<file path="config.mk">
export PLATFORM = sky130hd
export DESIGN_NAME = pll_lock_detect
export DESIGN_NICKNAME = d
export VERILOG_FILES = /design/src/rtl/lkd_pkg.sv /design/src/rtl/lkd_err_meter.sv /design/src/rtl/lkd_qualifier.sv /design/src/rtl/pll_lock_detect.sv
export SDC_FILE = /design/constraint.sdc
export NUM_CORES = 1
export LEC_CHECK = 0
export ABC_AREA = 1
export BUFFER_PORTS_ARGS = -buffer_cell sky130_fd_sc_hd__buf_4
export CAP_MARGIN = 20
export CORE_MARGIN = 2
export CORE_UTILIZATION = 52
export CTS_CLUSTER_DIAMETER = 40
export DETAILED_ROUTE_END_ITERATION = 8
export PLACE_DENSITY_LB_ADDON = 0.08
export SYNTH_ARGS = -nofsm -noshare
export SYNTH_HDL_FRONTEND = slang
export SYNTH_SLANG_ARGS = --single-unit
</file>
<file path="constraint.sdc">
create_clock -name clk -period 1.9 [get_ports clk]
set_input_delay 0.38 -clock clk [delete_from_list [all_inputs] [get_ports clk]]
set_output_delay 0.38 -clock clk [all_outputs]
set_load 0.01 [all_outputs]
</file>
<file path="src/rtl/lkd_pkg.sv">
package lkd_pkg;
   // Acceptable error cycles per reference period for a tolerance code.
   function automatic int unsigned tol_cycles(input int unsigned base, input logic [1:0] code);
      return base << code;
   endfunction

   // Consecutive good periods needed for a qualification code.
   function automatic int unsigned qual_periods(input int unsigned log2_base,
                                                input int unsigned log2_step,
                                                input logic [1:0] code);
      return 32'd1 << (log2_base + log2_step * int'(code));
   endfunction
endpackage

</file>
<file path="src/rtl/lkd_err_meter.sv">
module lkd_err_meter #(
   parameter int unsigned ERR_W = 6
) (
   input  logic             clk,
   input  logic             rst_n,
   input  logic             clr,
   input  logic             tick,
   input  logic             up,
   input  logic             dn,
   output logic [ERR_W-1:0] err,
   output logic             armed
);
   localparam logic [ERR_W-1:0] ERR_MAX = '1;

   logic             hit;
   logic [ERR_W-1:0] err_q;
   logic             armed_q;

   assign hit = up | dn;

   always_ff @(posedge clk) begin
      if (!rst_n || clr) begin
         err_q   <= '0;
         armed_q <= 1'b0;
      end else if (tick) begin
         err_q   <= {{(ERR_W-1){1'b0}}, hit};
         armed_q <= 1'b1;
      end else if (hit && err_q != ERR_MAX) begin
         err_q   <= err_q + 1'b1;
      end
   end

   assign err   = err_q;
   assign armed = armed_q;
endmodule

</file>
<file path="src/rtl/lkd_qualifier.sv">
module lkd_qualifier #(
   parameter int unsigned ERR_W      = 6,
   parameter int unsigned TOL_BASE   = 2,
   parameter int unsigned QUAL_LOG2  = 2,
   parameter int unsigned QUAL_STEP  = 2,
   localparam int unsigned CNT_W     = QUAL_LOG2 + 3 * QUAL_STEP + 1
) (
   input  logic             clk,
   input  logic             rst_n,
   input  logic             clr,
   input  logic             eval,
   input  logic [ERR_W-1:0] err,
   input  logic [1:0]       tol_code,
   input  logic [1:0]       qual_code,
   input  logic             recheck,
   output logic             lock
);
   logic [CNT_W-1:0] good_q;
   logic [CNT_W-1:0] need;
   logic [CNT_W:0]   good_inc;
   logic [ERR_W-1:0] tol;
   logic             lock_q;
   logic             analyse;
   logic             good_period;

   assign tol         = ERR_W'(lkd_pkg::tol_cycles(TOL_BASE, tol_code));
   assign need        = CNT_W'(lkd_pkg::qual_periods(QUAL_LOG2, QUAL_STEP, qual_code));
   assign good_inc    = {1'b0, good_q} + 1'b1;
   assign analyse     = eval && !(lock_q && !recheck);
   assign good_period = (err <= tol);

   always_ff @(posedge clk) begin
      if (!rst_n || clr) begin
         good_q <= '0;
         lock_q <= 1'b0;
      end else if (analyse) begin
         if (good_period) begin
            if (good_q < need) good_q <= good_inc[CNT_W-1:0];
            if (good_inc >= {1'b0, need}) lock_q <= 1'b1;
         end else begin
            good_q <= '0;
            lock_q <= 1'b0;
         end
      end
   end

   assign lock = lock_q;
endmodule

</file>
<file path="src/rtl/pll_lock_detect.sv">
module pll_lock_detect #(
   parameter int unsigned ERR_W     = 6,
   parameter int unsigned TOL_BASE  = 2,
   parameter int unsigned QUAL_LOG2 = 2,
   parameter int unsigned QUAL_STEP = 2
) (
   input  logic       clk,
   input  logic       rst_n,
   input  logic       synth_en,
   input  logic       retune,
   input  logic       prog_mode,
   input  logic       ref_tick,
   input  logic       pfd_up,
   input  logic       pfd_dn,
   input  logic [1:0] tol_code,
   input  logic [1:0] qual_code,
   input  logic       recheck,
   input  logic       pa_auto_off,
   output logic       lock,
   output logic       lock_pin,
   output logic       pa_en
);
   localparam int unsigned TOL_MAX = TOL_BASE << 3;

   generate
      if ((TOL_MAX + 1) >= (1 << ERR_W)) begin : g_bad_err_w
         $error("ERR_W too narrow to tell the largest tolerance from saturation");
      end
      if (TOL_BASE == 0 || QUAL_STEP == 0) begin : g_bad_codes
         $error("tolerance base and qualification step must be nonzero");
      end
   endgenerate

   logic             clr;
   logic [ERR_W-1:0] err;
   logic             armed;
   logic             lock_i;

   assign clr = !synth_en || retune;

   lkd_err_meter #(.ERR_W(ERR_W)) u_meter (
      .clk   (clk),
      .rst_n (rst_n),
      .clr   (clr),
      .tick  (ref_tick),
      .up    (pfd_up),
      .dn    (pfd_dn),
      .err   (err),
      .armed (armed)
   );

   lkd_qualifier #(
      .ERR_W     (ERR_W),
      .TOL_BASE  (TOL_BASE),
      .QUAL_LOG2 (QUAL_LOG2),
      .QUAL_STEP (QUAL_STEP)
   ) u_qual (
      .clk       (clk),
      .rst_n     (rst_n),
      .clr       (clr),
      .eval      (ref_tick && armed),
      .err       (err),
      .tol_code  (tol_code),
      .qual_code (qual_code),
      .recheck   (recheck),
      .lock      (lock_i)
   );

   assign lock     = lock_i;
   assign lock_pin = lock_i && prog_mode;
   assign pa_en    = lock_i && !pa_auto_off;
endmodule

</file>
==> out/metrics.yaml <==
tns_ns: 0
route.vias.total: 1439
post-route-min-period_ns: 1.78
postRouteAntennaNets: 0
hp-class: "in -> reg"
max_freq_mhz: 560
clock_latency_ns: 0.28
grt_pass1_wl_mm: 5.20
final_net_count: 289
hold_buffers: 0
yosys_warnings: 0
initial_utilization: 0.541
synth_top_area_frac: 0.232
layout-drive-gt1-share: 0.236
slew_violations: 0
wl_per_cell_microns: 10.8
port_buffers: 16
dp_slack_ns: -0.0665
synth.most_common_cell: "nand2_1"
rsz0062_at_grt: "true"
synth_flop_cell: "dfxtp_1"
worstPathArrival_ns: 2.01
fin_crit_sh: 0.939
status: "finished clean"
ys_top_cells_by_count: "nand2_1 (58), inv_1 (32), nor2_1 (28), a21oi_1 (19), nand3_1 (19)"
synth_seq_area_share: 0.232
grt_pass1_vias: 1280
ir_worst_vdd_uv: 462
syn_inst: 229
grt_antenna_before_repair: 0
synth_area_per_cell_sq_um: 6.40
syn_area_sq_mm: 0.00147
finalHoldViolations: 0
ys_types: 27
fin_skew_ns: 0.00390
fp.dieH_microns: 57.1
async_flop_share: 0
end_kind: "register"
htreeDepth: 1
p_leak_nw: 0.857
cts_tree: "yes"
clkSinkCount: 17
grt_max_degree: 13
die_w_microns: 57.1
cp_max_fo: 2
num_antenna_cells: 0
drt_iter0_drc: 47
synth_seq_cells: 17
wl_mm: 3.12
drv_cap: 0
dp_hpwl_mm: 2.46
cts_max_path_buffers: 2
coreArea_sq_mm: 0.00271
startpoint_type: "register"
fp.dieArea_sq_mm: 0.00326
critPathKind: "reg -> reg"
crit_required_ns: 2.12
clk_pin_slew_worst_paths_ns: 0.09
design_area_sq_mm: 0.00178
grtUsageTotal: 0.198
cts_buffers: 3
root_buffer: "clkbuf_4"
timing.final.ws_setup_ns: 0.115
synth_top_cells_by_area: "dfxtp_1 (23%), nand2_1 (15%), ha_1 (14%), inv_1 (8.2%), nor2_1 (7.2%)"
p_per_area_mw_per_mm2: 366
drc: 0
first_pass_iters: 4
overflow: 0
synth_edf_count: 0
setup_viol: 0
p_total_mw: 0.650
r2r_slack_ns: 0.12
ioPinCount: 17
yosysTopAreaCell: "dfxtp_1"
area_growth_syn_to_layout_pct: 21.2
vias_per_cell: 4.98
placed_area_sq_mm: 0.00167
gp_congestion: 0.812
rows: 19
## routing by layer
metal	vias up	wire length, microns	GRT usage
met1	634	1420	0.247
met4	0	16	0.0498
met5	-	0	0
met3	2	80	0.0204
met2	15	1610	0.361
li1	788	-	-
## sequential cells by signal, summed over array words and instances, names as in the netlist
| signal | count |
|---|---|
| u_qual.lock | 1 |
| u_qual.good_q | 9 |
| u_meter.armed | 1 |
| u_meter.err | 6 |
## critical path: stages, from the launching register on
cell	delay [ns]
dfxtp_2	0.37
ha_4	0.15
nand2_4	0.06
inv_4	0.06
nand2_2	0.05
nor2_1	0.10
nand2_1	0.07
nand2_2	0.08
inv_2	0.04
ha_4	0.25
nand3_2	0.06
nor2_1	0.10
nand2_1	0.05
nand2_1	0.06
nand2_1	0.06
a21oi_2	0.14
## power breakdown
group | internal [mW] | switching [mW]
logic | 0.0478 | 0.0580
registers | 0.358 | 0.00127
clock network | 0.0814 | 0.104
total | 0.487 | 0.163
## repair_timing
action | in CTS | in global routing
hold endpoints to repair | 0 | 0
endpoints found under the setup margin | 0 | 1
buffers inserted | 0 | 2
resized for setup | 0 | 15
## cell families after synthesis
logic type	after synthesis	synth area share
buf+inv	39	0.108
xor+xnor	1	0.0111
simple gates	123	0.387
fa+ha+maj	16	0.137
compound gates	32	0.124
other cells	1	0.00256
flops	17	0.232
## metrics by stage
step / hold WS, ns / util / std cells
floorplan: 0.452 / - / 230
global placement: 0.476 / 0.618 / 283
detailed placement: 0.479 / 0.618 / 283
CTS: 0.347 / 0.627 / 287
global route: 0.346 / 0.656 / 289
finish: 0.360 / 0.656 / 289
## path summary, 6_finish.rpt
check	start	end	depth (start not counted)
max	u_qual.good_q[1]	u_qual.lock	15
min	retune	u_qual.lock	4
max reg2reg	u_qual.good_q[1]	u_qual.lock	15
min reg2reg	u_meter.armed	u_meter.armed	2
## area by class of cell
type	instances	area [sq um]
inverters	36	138
well taps	31	38.8
flip-flops and latches	17	343
fillers	266	932
multi-input cells	174	1030
clock buffers	4	26.3
repair buffers	27	203
## layout by cell type, fill, tap and decap left out
cell type,Yosys,final
nor3_1,1,1
nand3_2,2,3
o21ai_0,4,4
or2_2,3,3
dfxtp_1,17,15
inv_2,4,5
conb_1,1,2
o21ai_1,2,2
nor2_1,28,28
dfxtp_2,0,2
xor2_2,1,1
a21oi_2,2,2
nand2_4,3,4
and2_1,1,1
nand2_2,1,4
nor2_4,3,3
nand3_1,19,18
inv_4,0,1
nand4_1,4,4
a21oi_1,19,19
clkbuf_1,0,1
o21bai_1,2,2
ha_4,0,3
o211a_1,1,1
nand2_1,58,54
buf_4,2,27
a31oi_1,1,1
o21a_1,1,1
ha_1,16,13
clkbuf_4,1,3
inv_1,32,30
Note: power is estimated with default switching activity, not from simulation.
